==> src/rtl/pwr_state_pkg.sv <==
package pwr_state_pkg;

   localparam int REQ_W = 2;

   typedef enum logic [2:0] {
      PS_D0U = 3'd0,
      PS_D0A = 3'd1,
      PS_D1  = 3'd2,
      PS_D2  = 3'd3,
      PS_D3  = 3'd4
   } pwr_state_e;

   localparam logic [REQ_W-1:0] REQ_D0 = 2'd0;
   localparam logic [REQ_W-1:0] REQ_D1 = 2'd1;
   localparam logic [REQ_W-1:0] REQ_D2 = 2'd2;
   localparam logic [REQ_W-1:0] REQ_D3 = 2'd3;

   function automatic logic is_low_power(input pwr_state_e s);
      return (s == PS_D1) || (s == PS_D2) || (s == PS_D3);
   endfunction

   function automatic logic is_deep_capable(input pwr_state_e s);
      return (s == PS_D2) || (s == PS_D3);
   endfunction

endpackage

==> src/rtl/pwr_fsm.sv <==
module pwr_fsm
   import pwr_state_pkg::*;
#(
   parameter int NUM_BARS = 3
) (
   input  logic                clk,
   input  logic                rst_n,
   input  logic                dstate_we,
   input  logic [REQ_W-1:0]    dstate_wdata,
   input  logic [NUM_BARS-1:0] bar_init_we,
   input  logic                bar_lost,
   output pwr_state_e          state_o
);

   if (NUM_BARS < 1 || NUM_BARS > 6) begin : g_bad_bars
      $error("pwr_fsm: NUM_BARS must be within 1..6");
   end

   pwr_state_e state_q, state_d;
   logic       any_bar;

   assign any_bar = |bar_init_we;

   always_comb begin
      state_d = state_q;
      if (dstate_we) begin
         unique case (dstate_wdata)
            REQ_D0: if (is_low_power(state_q))
                       state_d = bar_lost ? PS_D0U : PS_D0A;
            REQ_D1: state_d = PS_D1;
            REQ_D2: state_d = PS_D2;
            REQ_D3: state_d = PS_D3;
            default: state_d = state_q;
         endcase
      end else if (state_q == PS_D0U && any_bar) begin
         state_d = PS_D0A;
      end
   end

   always_ff @(posedge clk or negedge rst_n) begin
      if (!rst_n) state_q <= PS_D0U;
      else        state_q <= state_d;
   end

   assign state_o = state_q;


   bar_exit_chk: assert property (@(posedge clk) disable iff (!rst_n)
      (state_q == PS_D0U && any_bar && !dstate_we) |=> (state_q == PS_D0A));


   req_d1_chk: assert property (@(posedge clk) disable iff (!rst_n)
      (dstate_we && dstate_wdata == REQ_D1) |=> (state_q == PS_D1));


   ret_active_chk: assert property (@(posedge clk) disable iff (!rst_n)
      (dstate_we && dstate_wdata == REQ_D0 && is_low_power(state_q) && !bar_lost)
      |=> (state_q == PS_D0A));

endmodule

==> src/rtl/pme_ctl.sv <==
module pme_ctl
   import pwr_state_pkg::*;
(
   input  logic       clk,
   input  logic       rst_n,
   input  pwr_state_e state_i,
   input  logic       link_up,
   input  logic       wake_pkt,
   input  logic       deep_pd,
   input  logic       pme_en_we,
   input  logic       pme_en_wdata,
   input  logic       pme_sts_w1c,
   output logic       pme_sts,
   output logic       pme_en,
   output logic       pme_n
);

   logic link_q;
   logic sts_q, en_q;
   logic wake_evt, wake_armed, set_sts;

   assign wake_evt   = (link_up ^ link_q) | (wake_pkt & ~deep_pd);
   assign wake_armed = (state_i != PS_D0A) && !(state_i == PS_D3 && !en_q);
   assign set_sts    = wake_evt & wake_armed;

   always_ff @(posedge clk or negedge rst_n) begin
      if (!rst_n) begin
         link_q <= 1'b0;
         sts_q  <= 1'b0;
         en_q   <= 1'b0;
      end else begin
         link_q <= link_up;
         if (set_sts)          sts_q <= 1'b1;
         else if (pme_sts_w1c) sts_q <= 1'b0;
         if (pme_en_we)        en_q  <= pme_en_wdata;
      end
   end

   assign pme_sts = sts_q;
   assign pme_en  = en_q;
   assign pme_n   = ~(sts_q & en_q);


   sts_sticky_chk: assert property (@(posedge clk) disable iff (!rst_n)
      (sts_q && !pme_sts_w1c) |=> sts_q);


   d0a_quiet_chk: assert property (@(posedge clk) disable iff (!rst_n)
      (state_i == PS_D0A && !sts_q) |=> !sts_q);

endmodule

==> src/rtl/link_pd_ctl.sv <==
module link_pd_ctl
   import pwr_state_pkg::*;
#(
   parameter bit DPD_SUPPORT = 1'b1
) (
   input  logic       clk,
   input  logic       rst_n,
   input  pwr_state_e state_i,
   input  logic       link_up,
   input  logic       dpd_enable,
   input  logic       dstate_we,
   output logic       deep_pd
);

   if (DPD_SUPPORT) begin : g_dpd
      logic dpd_q;

      always_ff @(posedge clk or negedge rst_n) begin
         if (!rst_n) dpd_q <= 1'b0;
         else        dpd_q <= is_deep_capable(state_i) && !link_up &&
                              dpd_enable && !dstate_we;
      end

      assign deep_pd = dpd_q & ~link_up & is_deep_capable(state_i);


      dpd_gate_chk: assert property (@(posedge clk) disable iff (!rst_n)
         $rose(deep_pd) |-> $past(dpd_enable));
   end else begin : g_no_dpd
      logic unused_in;
      assign unused_in = ^{clk, rst_n, state_i, link_up, dpd_enable, dstate_we};
      assign deep_pd   = 1'b0;
   end

endmodule

==> src/rtl/pwr_state_ctl.sv <==
module pwr_state_ctl
   import pwr_state_pkg::*;
#(
   parameter int NUM_BARS    = 3,
   parameter bit DPD_SUPPORT = 1'b1
) (
   input  logic                clk,
   input  logic                rst_n,
   input  logic                dstate_we,
   input  logic [1:0]          dstate_wdata,
   input  logic [NUM_BARS-1:0] bar_init_we,
   input  logic                bar_lost,
   input  logic                pme_en_we,
   input  logic                pme_en_wdata,
   input  logic                pme_sts_w1c,
   input  logic                dpd_enable,
   input  logic                link_up,
   input  logic                wake_pkt,
   output logic [2:0]          cur_state,
   output logic                bus_master_en,
   output logic                irq_en,
   output logic                link_keepalive_en,
   output logic                link_deep_pd,
   output logic                pme_sts,
   output logic                pme_en,
   output logic                pme_n
);

   pwr_state_e state;
   logic       deep_pd;
   logic       pme_en_int;

   pwr_fsm #(.NUM_BARS(NUM_BARS)) u_fsm (
      .clk          (clk),
      .rst_n        (rst_n),
      .dstate_we    (dstate_we),
      .dstate_wdata (dstate_wdata),
      .bar_init_we  (bar_init_we),
      .bar_lost     (bar_lost),
      .state_o      (state)
   );

   link_pd_ctl #(.DPD_SUPPORT(DPD_SUPPORT)) u_lpd (
      .clk        (clk),
      .rst_n      (rst_n),
      .state_i    (state),
      .link_up    (link_up),
      .dpd_enable (dpd_enable),
      .dstate_we  (dstate_we),
      .deep_pd    (deep_pd)
   );

   pme_ctl u_pme (
      .clk          (clk),
      .rst_n        (rst_n),
      .state_i      (state),
      .link_up      (link_up),
      .wake_pkt     (wake_pkt),
      .deep_pd      (deep_pd),
      .pme_en_we    (pme_en_we),
      .pme_en_wdata (pme_en_wdata),
      .pme_sts_w1c  (pme_sts_w1c),
      .pme_sts      (pme_sts),
      .pme_en       (pme_en_int),
      .pme_n        (pme_n)
   );

   assign cur_state         = state;
   assign bus_master_en     = (state == PS_D0A);
   assign irq_en            = (state == PS_D0A);
   assign link_deep_pd      = deep_pd;
   assign pme_en            = pme_en_int;
   assign link_keepalive_en = ~deep_pd & ~(state == PS_D3 && !pme_en_int);


   no_master_low_chk: assert property (@(posedge clk) disable iff (!rst_n)
      (dstate_we && dstate_wdata != 2'd0) |=> (!bus_master_en && !irq_en));

endmodule

==> config.mk <==
export PLATFORM = sky130hd
export DESIGN_NAME = pwr_state_ctl
export DESIGN_NICKNAME = d
export VERILOG_FILES = /design/src/rtl/pwr_state_pkg.sv /design/src/rtl/pwr_fsm.sv /design/src/rtl/pme_ctl.sv /design/src/rtl/link_pd_ctl.sv /design/src/rtl/pwr_state_ctl.sv
export SDC_FILE = /design/constraint.sdc
export NUM_CORES = 1
export LEC_CHECK = 0
export ABC_AREA = 1
export BUFFER_PORTS_ARGS = -buffer_cell sky130_fd_sc_hd__buf_2
export CAP_MARGIN = 15
export CORE_AREA = 2 2 39 41
export CTS_CLUSTER_SIZE = 28
export DETAILED_ROUTE_END_ITERATION = 6
export DIE_AREA = 0 0 41 43
export GPL_TIMING_DRIVEN = 0
export PLACE_DENSITY = 0.72
export SETUP_SLACK_MARGIN = 0.2
export SLEW_MARGIN = 0
export SYNTH_ARGS = -nofsm -noshare
export SYNTH_HDL_FRONTEND = slang
export SYNTH_SLANG_ARGS = --single-unit
==> constraint.sdc <==
create_clock -name clk -period 1 [get_ports clk]
set_input_delay 0.1 -clock clk [delete_from_list [all_inputs] [get_ports clk]]
set_output_delay 0.1 -clock clk [all_outputs]
set_load 0.02 [all_outputs]
==> Word level (Yosys, flattened, before mapping) <==
Index checks and enable logic that the tools add are counted.
{ "op_classes": {"n_eq_ne": 9, "muxes": 7, "bitwise_logic": 12, "n_reduce_logical": 19} }
{ "ops": {"columns": ["op", "count"], "rows": [
  ["3-bit case mux with 4 select lines", 1],
  ["3-bit 2-to-1 mux", 3],
  ["1-bit bitwise AND", 6],
  ["3-bit by 2-bit equality test with 1-bit output (second input constant)", 2],
  ["1-bit logical AND", 6],
  ["2-bit equality test (second input constant)", 2],
  ["1-bit logical NOT", 4],
  ["1-bit inverter", 4],
  ["2-bit nonzero test", 2],
  ["3-bit by 1-bit equality test with 1-bit output (second input constant)", 1],
  ["3-bit equality test (second input constant)", 1],
  ["3-bit logical NOT", 1],
  ["1-bit logical OR", 3],
  ["1-bit 2-to-1 mux", 3],
  ["3-bit by 1-bit inequality test with 1-bit output (second input constant)", 1],
  ["3-bit by 2-bit inequality test with 1-bit output (second input constant)", 1],
  ["3-bit OR reduction", 1],
  ["2-bit by 1-bit equality test with 1-bit output (second input constant)", 1],
  ["2-bit logical NOT", 1],
  ["2-bit AND reduction", 1],
  ["1-bit OR", 1],
  ["1-bit bitwise XOR", 1]
]} }
{ "totals": {"regBits": 7, "in_bits": 15, "out_inout_bits": 10} }

==> Longest topological paths before layout <==
Gate-level depths: netlist of run 1.
{ "logic_depth": {"ltp_word": 8, "depth_mapped": 7} }

==> Modules after synthesis <==
From an unflattened synthesis of run 1, not the netlist that was laid out.
{ "unflattened": {"hier_cells": 84, "area_unflattened_um2": 531.8} }
{ "modules_own_cells": {"columns": ["module", "n_inst", "cells_per_inst", "area_each_um2"], "rows": [
  ["pwr_fsm", 1, 41, 269.0],
  ["pme_ctl", 1, 23, 153.9],
  ["link_pd_ctl", 1, 13, 71.3],
  ["pwr_state_ctl", 1, 7, 37.5]
]} }

==> Least setup slack after synthesis of run 1 <==
No wires, ideal clock.
{ "synth_timing": {"path_kind": "register to output", "startpoint": "reg u_fsm.state_q[1], in the netlist u_fsm.state_o[1]", "endpoint": "out link_keepalive_en", "t_arrival_ns": 1.282, "slack_ns": -0.382, "stages_incl_launch_ff": 5, "path_buffers": 0, "path_cell_list": "dfrtp_1 o21ai_0 nand3_1 inv_1 a31oi_1"} }
{ "synth_between": {"elab_chain_cells": 5, "elab_cells_between_ends": 8, "classes_between": "eq/ne: 2; bitwise: 4; reduce/logical: 2"} }
{ "synth_rtl": {"columns": ["item", "line_no", "rtl"], "rows": [
  ["start: declaration", "pwr_fsm.sv:19", "pwr_state_e state_q, state_d;"],
  ["start signal: assignment", "pwr_fsm.sv:42", "else state_q <= state_d;"],
  ["3-bit by 2-bit equality test with 1-bit output or 3-bit equality test (tied branches)", "pwr_state_pkg.sv:23", "return (s == PS_D2) || (s == PS_D3);"],
  ["1-bit logical OR *", "pwr_state_pkg.sv:23", null],
  ["1-bit bitwise AND *", "link_pd_ctl.sv:24", "assign deep_pd = dpd_q & ~link_up & is_deep_capable(state_i);"],
  ["named net link_deep_pd", "pwr_state_ctl.sv:23", "output logic link_deep_pd,"],
  ["1-bit inverter *", "pwr_state_ctl.sv:73", "assign link_keepalive_en = ~deep_pd & ~(state == PS_D3 && !pme_en_int);"],
  ["1-bit bitwise AND *", "pwr_state_ctl.sv:73", null],
  ["end: declaration", "pwr_state_ctl.sv:22", "output logic link_keepalive_en,"]
]} }
Mark *: on every way through the listed nets, which the timed path passes. The rest lies on a longest branch.

==> Worst setup path in the final report of run 1 <==
{ "layout_timing": {"startpoint": "reg u_fsm.state_q[2], in the netlist u_fsm.state_o[2]", "endpoint": "out link_keepalive_en"} }
{ "layout_between": {"elab_chain_cells": 5, "elab_cells_between_ends": 8, "classes_between": "eq/ne: 2; bitwise: 4; reduce/logical: 2"} }
{ "layout_rtl": {"columns": ["item", "line_no"], "rows": [
  ["3-bit by 2-bit equality test with 1-bit output or 3-bit equality test (tied branches)", "pwr_state_pkg.sv:23, pwr_state_ctl.sv:73"],
  ["1-bit logical OR", "pwr_state_pkg.sv:23"],
  ["1-bit bitwise AND", "link_pd_ctl.sv:24"],
  ["1-bit inverter", "pwr_state_ctl.sv:73"],
  ["1-bit bitwise AND *", "pwr_state_ctl.sv:73"]
]} }
Mark *: on every way between the ends. The rest lies on a longest branch, timed or not.

==> flow_summary.json, run 1 <==
{
  "wl_um": 1283,
  "final_common_cell": "nand2_1",
  "crit_cells": 6,
  "cts_buffer_depth": 2,
  "seq_area_um2": 178.9,
  "die_area_um2": 1763,
  "slowest_stage": "dfrtp_2",
  "cp-start-kind": "flip-flop",
  "viasPerCell": 4.476,
  "finalSetupViolCount": 12,
  "clock-sinks": 7,
  "drc": 0,
  "critPathMaxFanout": 3,
  "dpl.cell_count": 106,
  "clk_pin_slew_ns": 0.06,
  "syn-num-nets": 85,
  "antenna_cells": 0,
  "grtUsageTotal": 0.1771,
  "hold_path.class": "primary input to flip-flop",
  "grt_pass1_vias": 540,
  "hold_depth": 2,
  "core_um2": 1384,
  "area_delta_synth_final_pct": 90.11,
  "insertion_delay_ns": 0.26,
  "max-vdd-ir-drop_mv": 0.6830,
  "critPathBufInv": 3,
  "start_util": 0.3382,
  "post_drt_wl_per_cell_um": 10.35,
  "crit_path_cell_trace": "buf_4 > o21ai_2 > nand3_2 > inv_4 > a31oi_4 > buf_6",
  "gp_congestion": 0.7051,
  "layout_common_cells": "nand2_1 (17), buf_6 (14), buf_2 (14), inv_1 (10), buf_4 (9)",
  "gr-total-overflow": 0,
  "status": "finished with violations",
  "max_stage_delay_ns": 0.42,
  "cts_tree": "built",
  "clock.fmax_ghz": 0.7328,
  "drtAntennaViolNets": 0,
  "ys_seq_area_frac": 0.3743,
  "final_nets": 128,
  "synth_area_per_cell_um2": 7.090,
  "p_per_area_nw_per_um2": 1461,
  "synthesis.area_um2": 467.9,
  "root_buffer": "clkbuf_4",
  "critical_path_required_ns": 0.90,
  "leakagePower_nw": 0.4913,
  "skew_ns": 0.004297,
  "drive_gt1_frac": 0.5370,
  "num_rows": 14,
  "rsz0062_at_grt": "true",
  "fp.dieW_um": 41,
  "grt_antenna_before_repair": 0,
  "pin_count": 25,
  "timing.critical_path.max_delay_family": "flip-flops",
  "fin_cells": 124,
  "fin_crit_sh": 1.365,
  "htree_levels": 1,
  "syn_inst": 66,
  "hpwl_um": 873.1,
  "drtIter0Drc": 5,
  "hold_viol_final": 0,
  "worst_slack_ns": -0.3646,
  "yosys_warnings": 0,
  "dr.pass1.iters": 2,
  "tightest_slew_ns": 0.1733,
  "grt_pass1_wl_um": 2083,
  "ys_seq_elements": 7,
  "drv_slew": 0,
  "slew_headroom": 0.8845,
  "p_total_w": 0.001300,
  "n_fill_cell": 128,
  "critPathCaptureType": "primary output",
  "cts_made_buffers": 3,
  "die_h_um": 43,
  "vias": 555,
  "criticalPathCategory": "flip-flop to primary output",
  "maxCapViolations": 0,
  "cp.arrival_ns": 1.26,
  "dp_slack_ns": -0.1583,
  "grt_max_degree": 8,
  "ff2ff_path_depth": 8,
  "fin_crit_ns": 1.365,
  "violations": "negative setup slack",
  "yosysUniqueCellTypes": 13,
  "numPortBuffers": 24,
  "multiInputGateArea_um2": 297.8
}
==> path summary, 6_finish.rpt <==
check	slack, ns	start	to
setup / recovery	-0.36	u_fsm.state_o[2]	link_keepalive_en
hold / removal	0.05	pme_en_we	u_pme.pme_en
setup reg to reg	-0.29	u_fsm.state_o[0]	u_fsm.state_o[1]
hold reg to reg	0.54	u_pme.pme_sts	u_pme.pme_sts
max in group asynchronous	0.62	rst_n	u_fsm.state_o[1]
min in group asynchronous	0.20	rst_n	u_pme.pme_en
==> cell usage after synthesis <==
| cell type | n | share of area |
|---|---|---|
| nand2_1 | 22 | 0.18 |
| inv_1 | 13 | 0.10 |
| dfrtp_1 | 7 | 0.37 |
| nand3_1 | 5 | 0.053 |
| nor2_1 | 5 | 0.040 |
| ha_1 | 4 | 0.11 |
| o21ai_0 | 4 | 0.043 |
| a31oi_1 | 1 | 0.013 |
| buf_4 | 1 | 0.016 |
| nand2_2 | 1 | 0.013 |
| nand4_1 | 1 | 0.013 |
| nand4_2 | 1 | 0.027 |
| xnor2_1 | 1 | 0.019 |
==> routing by layer <==
layer	vias up	part of all wire	GRT usage
met5	-	0	0
met4	0	0.019	0.08000
met3	3	0.065	0.03665
met2	22	0.54	0.3031
met1	244	0.37	0.1947
li1	286	-	-
==> report_power, final <==
part | leakage [nW] | internal, W | switching [W] | total, W
Clock | 0.0150 | 0.000153 | 0.000119 | 0.000272
Combinational | 0.394 | 0.000346 | 0.000307 | 0.000653
Sequential | 0.0818 | 0.000325 | 0.0000508 | 0.000375
Total | 0.491 | 0.000823 | 0.000477 | 0.00130
==> per-stage QoR <==
step	TNS [ns]	util	cell area [µm²]	hold slack [ns]
floorplan	-0.4465	-	523.0	-0.1956
global placement	-0.6103	0.4792	663.1	-0.06250
detailed placement	-0.7008	0.4792	663.1	-0.05378
CTS	-2.785	0.6148	850.8	0.04406
global route	-3.622	0.6429	889.6	0.06208
finish	-2.835	0.6429	889.6	0.05072
==> kinds of logic (layout without fill, tap and decap cells) <==
family / after synthesis / after routing / synth area share
xor gates and xnor gates: 1 / 1 / 0.01872
and+or+nand+nor: 35 / 35 / 0.3235
DFF: 7 / 7 / 0.3743
AOI/OAI and AO/OA: 5 / 5 / 0.05616
adders and majority gates: 4 / 4 / 0.1070
buffers and inverters: 14 / 56 / 0.1203
==> worst register-to-register path, stage by stage, from the launching register on <==
cell     delay, ns
dfrtp_2       0.45
buf_6         0.13
nor2_4        0.16
buf_6         0.11
nand3_1       0.08
nand2_2       0.08
nand2_2       0.06
nand2_1       0.06
nand2_1       0.05
==> cell type report <==
| cell class | instances | share of cell area |
|---|---|---|
| inverters | 13 | 0.05767 |
| clock buffers | 4 | 0.02954 |
| plain buffers | 1 | 0.01266 |
| multi-input cells | 45 | 0.3347 |
| repair buffers | 38 | 0.3418 |
| flip-flops and latches | 7 | 0.2011 |
| well taps | 16 | 0.02250 |
==> flip-flops by register name, indices dropped and copies added (netlist names) <==
register           flops
u_fsm.state_o          3
u_lpd.g_dpd.dpd_q      1
u_pme.link_q           1
u_pme.pme_en           1
u_pme.pme_sts          1
==> what timing repair did <==
action / 4_1_cts / 5_1_grt
endpoints found under the setup margin: 15 / 16
gates resized for setup: 21 / 7
hold buffers: 2 / 0
pin swaps: 7 / 5
buffers inserted: 10 / 2
endpoints found under the hold margin: 8 / 0
(Power assumes the default switching activity.)
==> run 2: changes to the inputs <==
--- a/config.mk
+++ b/config.mk
@@ -8,3 +8,2 @@
 export ABC_AREA = 1
-export BUFFER_PORTS_ARGS = -buffer_cell sky130_fd_sc_hd__buf_2
 export CAP_MARGIN = 15
@@ -14,4 +13,5 @@
 export DIE_AREA = 0 0 41 43
+export DONT_BUFFER_PORTS = 1
 export GPL_TIMING_DRIVEN = 0
-export PLACE_DENSITY = 0.72
+export PLACE_DENSITY = 0.55
 export SETUP_SLACK_MARGIN = 0.2
==> constraint.sdc (replaced) <==
create_clock -name clk -period 1.2 [get_ports clk]
set_input_delay 0.36 -clock clk [delete_from_list [all_inputs] [get_ports clk]]
set_output_delay 0.36 -clock clk [all_outputs]
set_load 0.02 [all_outputs]
==> run 2 against run 1 <==
Clock power down 20%. Register-to-register slack better by 0.15 ns. Sequential power down 2%. Sequential share of layout area up 8.7 points. Die area unchanged. Highest routed layer is now met3. First-iteration DRC count down 60%. Total power down 36%. Largest power group is now sequential cells. Flip-flop and latch count unchanged. Final cell count down 27%. Combinational power down 63%. Utilization down 19 points. The flow still finishes with violations (negative setup slack).
==> flow_summary.json, run 2 (synthesis results as in run 1) <==
{
  "grt_antenna_before_repair": 0,
  "critPathCaptureType": "primary output",
  "cp-start-kind": "flip-flop",
  "layout_common_cells": "nand2_1 (19), inv_1 (10), dfrtp_2 (5)",
  "critical_path_required_ns": 0.84,
  "tightest_slew_ns": 0.3514,
  "slew_headroom": 0.7650,
  "hold_start": "link_up",
  "fp.dieW_um": 41,
  "maxCapViolations": 0,
  "max_stage_delay_ns": 0.50,
  "worst_slack_ns": -0.4417,
  "rsz0062_at_grt": "true",
  "cts_tree": "built",
  "crit_start": "u_fsm.state_o[2]",
  "post_drt_wl_per_cell_um": 10.77,
  "clock-sinks": 7,
  "skew_ns": 0.001525,
  "wl_met3_um": 136,
  "gr-total-overflow": 0,
  "die_area_um2": 1763,
  "critPathMaxFanout": 6,
  "root_buffer": "clkbuf_4",
  "status": "finished with violations",
  "htree_levels": 1,
  "criticalPathCategory": "flip-flop to primary output",
  "finalSetupViolCount": 8,
  "wl_um": 980,
  "violations": "negative setup slack",
  "drv_slew": 0,
  "fin_crit_sh": 1.368,
  "antenna_cells": 0,
  "cp.arrival_ns": 1.28,
  "ff2ff_path_depth": 7,
  "p_per_area_nw_per_um2": 1314,
  "met1_length_um": 365,
  "cts_buffer_depth": 2,
  "num_rows": 14,
  "fin_crit_ns": 1.642,
  "reg2reg_setup_slack_ns": -0.14,
  "largest_reg_flops": 3,
  "drtIter0Drc": 2,
  "hold_path.class": "primary input to flip-flop",
  "clock.fmax_ghz": 0.6091,
  "multiInputGateArea_um2": 296.5,
  "hpwl_um": 768.8,
  "slowest_stage": "dfrtp_2",
  "leakagePower_nw": 0.3156,
  "setup_tns_ns": -1.965,
  "highest_layer": "met3",
  "final_nets": 95,
  "viasPerCell": 4.802,
  "insertion_delay_ns": 0.25,
  "vias": 437,
  "area_delta_synth_final_pct": 34.49,
  "cts_made_buffers": 3,
  "n_fill_cell": 140,
  "drc": 0,
  "hold_viol_final": 0,
  "final_common_cell": "nand2_1",
  "critPathCapture": "link_keepalive_en",
  "clk_pin_slew_ns": 0.05,
  "numPortBuffers": 0,
  "max-vdd-ir-drop_mv": 0.5939,
  "gp_congestion": 0.6709,
  "pin_count": 25,
  "dr.pass1.iters": 4,
  "drive_gt1_frac": 0.3333,
  "p_total_w": 0.0008267,
  "drtAntennaViolNets": 0,
  "r2r-start": "u_fsm.state_o[2]",
  "start_util": 0.3382,
  "seq_area_um2": 181.4,
  "grt_pass1_vias": 399,
  "die_h_um": 43,
  "grtUsageTotal": 0.1423,
  "grt_max_degree": 8,
  "grt_pass1_wl_um": 1642,
  "route.met2.wl_um": 478,
  "core_um2": 1384,
  "crit_path_cell_trace": "inv_2 > nand2_4 > nand3_4 > inv_6 > a31oi_4",
  "reg2reg_to": "u_fsm.state_o[0]"
}
==> run 2: cell type report <==
| class | instances | share of cell area |
|---|---|---|
| buffer | 1 | 0.01789 |
| clock buffer | 4 | 0.04175 |
| inverter | 13 | 0.08549 |
| multi-input combinational | 45 | 0.4712 |
| sequential | 7 | 0.2883 |
| tap | 16 | 0.03181 |
| timing repair buffer | 5 | 0.06362 |
==> run 2: worst min-delay path by stage <==
stage	to	depth (start not counted)
after detailed placement	u_pme.pme_sts	0
after global routing	u_pme.link_q	0
final	u_pme.link_q	0
after floorplan	u_fsm.state_o[0]	0
after CTS	u_pme.link_q	0
after global placement	u_pme.pme_en	0
==> run 2: layer usage <==
| layer | track usage | vias up |
|---|---|---|
| met5 | 0 | - |
| met4 | 0.06000 | 0 |
| met3 | 0.1099 | 0 |
| met2 | 0.1906 | 23 |
| met1 | 0.1634 | 193 |
| li1 | - | 221 |
==> run 2: what timing repair did <==
action | 4_1_cts | 5_1_grt
resized for setup | 5 | 3
hold buffers | 1 | 0
setup buffers | 1 | 3
endpoints found under the setup margin | 14 | 15
pin swaps | 0 | 2
endpoints found under the hold margin | 7 | 0
==> run 2: stage by stage <==
stage	utilization	instances	cell area, µm²	setup WS [ns]	hold slack [ns]
2_1_floorplan	-	66	509.2	-0.1391	0.06441
3_3_place_gp	0.3825	82	529.3	-0.2016	0.06456
3_5_place_dp	0.3825	82	529.3	-0.2134	0.06459
4_1_cts	0.4268	88	590.6	-0.4663	0.1293
5_1_grt	0.4548	91	629.4	-0.5355	0.1057
6_report	0.4548	91	629.4	-0.4417	0.1351
==> run 2: report_power, final <==
| group | total [W] | leakage, nW | internal, W | switching, W |
|---|---|---|---|---|
| Sequential | 0.000367 | 0.0799 | 0.000272 | 0.0000950 |
| Clock | 0.000218 | 0.0150 | 0.000127 | 0.0000909 |
| Combinational | 0.000241 | 0.221 | 0.0000998 | 0.000141 |
| Total | 0.000827 | 0.316 | 0.000499 | 0.000327 |
==> run 2: critical path, delay by kind of cell, from the launching register on <==
kind	cells	cell delay, ns
buffers and inverters	2	0.17
AND/OR/NAND/NOR	2	0.14
flip-flops	1	0.50
AO/OA/AOI/OAI	1	0.22
==> run 3: changes to the inputs <==
- clock period: 1.2 -> 1.4 ns (I/O delays scaled with it)
==> run 3 against run 2 <==
The run still ends with negative setup slack left. Critical path depth unchanged. Clock skew grew 0.0039 ns. Via count fell by 0.69%. Final cell count decreased by 2.2%. Sequential share of layout area grew 1.3 points. Routed wire length fell by 4.8%. Final area is 4.2% lower. Setup slack better by 0.13 ns.
==> flow_summary.json, run 3 (synthesis results as in run 1) <==
{
  "status": "finished with violations",
  "violations": "negative setup slack",
  "drv_slew": 0,
  "hpwl_um": 762.6,
  "cp-start-kind": "flip-flop",
  "met3_usage": 0.1257,
  "hold_viol_final": 0,
  "drive_gt1_frac": 0.3425,
  "largest_reg_flops": 3,
  "clock-sinks": 7,
  "maxCapViolations": 0,
  "viasPerCell": 4.876,
  "fin_cells": 89,
  "drtAntennaViolNets": 0,
  "grt_antenna_before_repair": 0,
  "die_area_um2": 1763,
  "slew_headroom": 0.7775,
  "wl_um": 933,
  "die_h_um": 43,
  "core_um2": 1384,
  "gp_congestion": 0.6859,
  "start_util": 0.3382,
  "layout_common_cells": "nand2_1 (18), inv_1 (9), dfrtp_2 (5)",
  "clk_pin_slew_ns": 0.05,
  "top_usage_layer": "met2",
  "grt_pass1_vias": 404,
  "drtIter0Drc": 4,
  "rsz0062_at_grt": "true",
  "area_delta_synth_final_pct": 28.88,
  "p_total_w": 0.0006820,
  "placedInstanceArea_um2": 524.3,
  "final_cell_area_um2": 603.1,
  "grt.met1_usage": 0.1424,
  "vias": 434,
  "clock.fmax_ghz": 0.5842,
  "critPathCaptureType": "primary output",
  "grt_pass1_wl_um": 1573,
  "fp.dieW_um": 41,
  "cts_buffer_depth": 2,
  "tightest_slew_ns": 0.3327,
  "fin_crit_sh": 1.223,
  "use_met2": 0.1969,
  "p_per_area_nw_per_um2": 1131,
  "final_nets": 93,
  "htree_levels": 1,
  "skew_ns": 0.005431,
  "post_drt_wl_per_cell_um": 10.48,
  "root_buffer": "clkbuf_4",
  "hold_path.class": "primary input to flip-flop",
  "pin_count": 25,
  "gr-total-overflow": 0,
  "drc": 0,
  "num_rows": 14,
  "n_fill_cell": 140,
  "grtUsageTotal": 0.1408,
  "numPortBuffers": 0,
  "final_common_cell": "nand2_1",
  "worst_slack_ns": -0.3117,
  "insertion_delay_ns": 0.25,
  "max-vdd-ir-drop_mv": 0.7455,
  "grt_max_degree": 8,
  "critPathMaxFanout": 6,
  "fin_crit_ns": 1.712,
  "cts_made_buffers": 3,
  "dpl.cell_count": 82,
  "cp.arrival_ns": 1.29,
  "criticalPathCategory": "flip-flop to primary output",
  "critical_path_required_ns": 0.98,
  "utilization": 0.4358,
  "dr.pass1.iters": 3,
  "leakagePower_nw": 0.3066,
  "antenna_cells": 0,
  "cts_tree": "built",
  "finalSetupViolCount": 4
}
==> run 3: changes by cell type in the layout (fill, tap and decap cells not counted) <==
cell / delta
inv_1: -1
nand2_1: -1
nand4_4: -1
inv_2: +1
buf_4: -2
nand2_2: +2
nand4_2: +1
nand2_4: -1
==> run 3: worst max-delay path, cell delays in order, from the launching register on <==
cell and delay [ns]:
dfrtp_2 0.50, inv_2 0.11, nand2_2 0.08, nand3_4 0.08
inv_6 0.05, a31oi_4 0.22
==> run 3: report_power, final <==
| group | switching (W) | total [W] | internal [W] |
|---|---|---|---|
| registers | 0.0000823 | 0.000316 | 0.000234 |
| logic | 0.000114 | 0.000186 | 0.0000721 |
| clock network | 0.0000716 | 0.000180 | 0.000109 |
| total | 0.000268 | 0.000682 | 0.000414 |
==> run 3: layout make-up <==
class / instances / area, µm² / share of cell area
repair buffers: 3 / 25.02 / 0.04149
plain buffers: 1 / 11.26 / 0.01867
inverters: 13 / 53.80 / 0.08921
multi-input cells: 45 / 285.3 / 0.4730
clock buffers: 4 / 26.28 / 0.04357
well taps: 16 / 20.02 / 0.03320
flip-flops and latches: 7 / 181.4 / 0.3008
==> run 3: final timing paths <==
check	endpoint	slack, ns	cells past startpoint	from
setup / recovery	link_keepalive_en	-0.31	5	u_fsm.state_o[2]
hold / removal	u_pme.link_q	0.19	0	link_up
setup reg to reg	u_pme.pme_sts	0.13	7	u_fsm.state_o[0]
hold reg to reg	u_pme.pme_sts	0.58	4	u_pme.link_q
max in group asynchronous	u_fsm.state_o[2]	0.62	1	rst_n
min in group asynchronous	u_pme.link_q	0.50	1	rst_n
==> run 3: what timing repair did <==
| item | 4_1_cts | 5_1_grt |
|---|---|---|
| cloned | 0 | 0 |
| endpoints found under the hold margin | 7 | 0 |
| pin swaps | 2 | 1 |
| hold buffers | 1 | 0 |
| setup buffers | 1 | 1 |
| resized for setup | 6 | 4 |
| endpoints found under the setup margin | 9 | 11 |
==> run 3: metrics by stage <==
stage                     hold slack (ns)  setup slack [ns]  TNS (ns)
after floorplan                    0.1244         0.0008541         0
after global placement             0.1246          -0.06001  -0.06001
after detailed placement           0.1246          -0.06463  -0.06463
after CTS                          0.1843           -0.3217   -0.8787
after global routing               0.1689           -0.3837    -1.090
final                              0.1945           -0.3117   -0.8460
==> run 3: metal layers <==
metal | up-vias | share of wire
met2 | 21 | 0.48
met4 | 0 | 0.011
met3 | 2 | 0.15
met5 | - | 0
li1 | 219 | -
met1 | 192 | 0.36
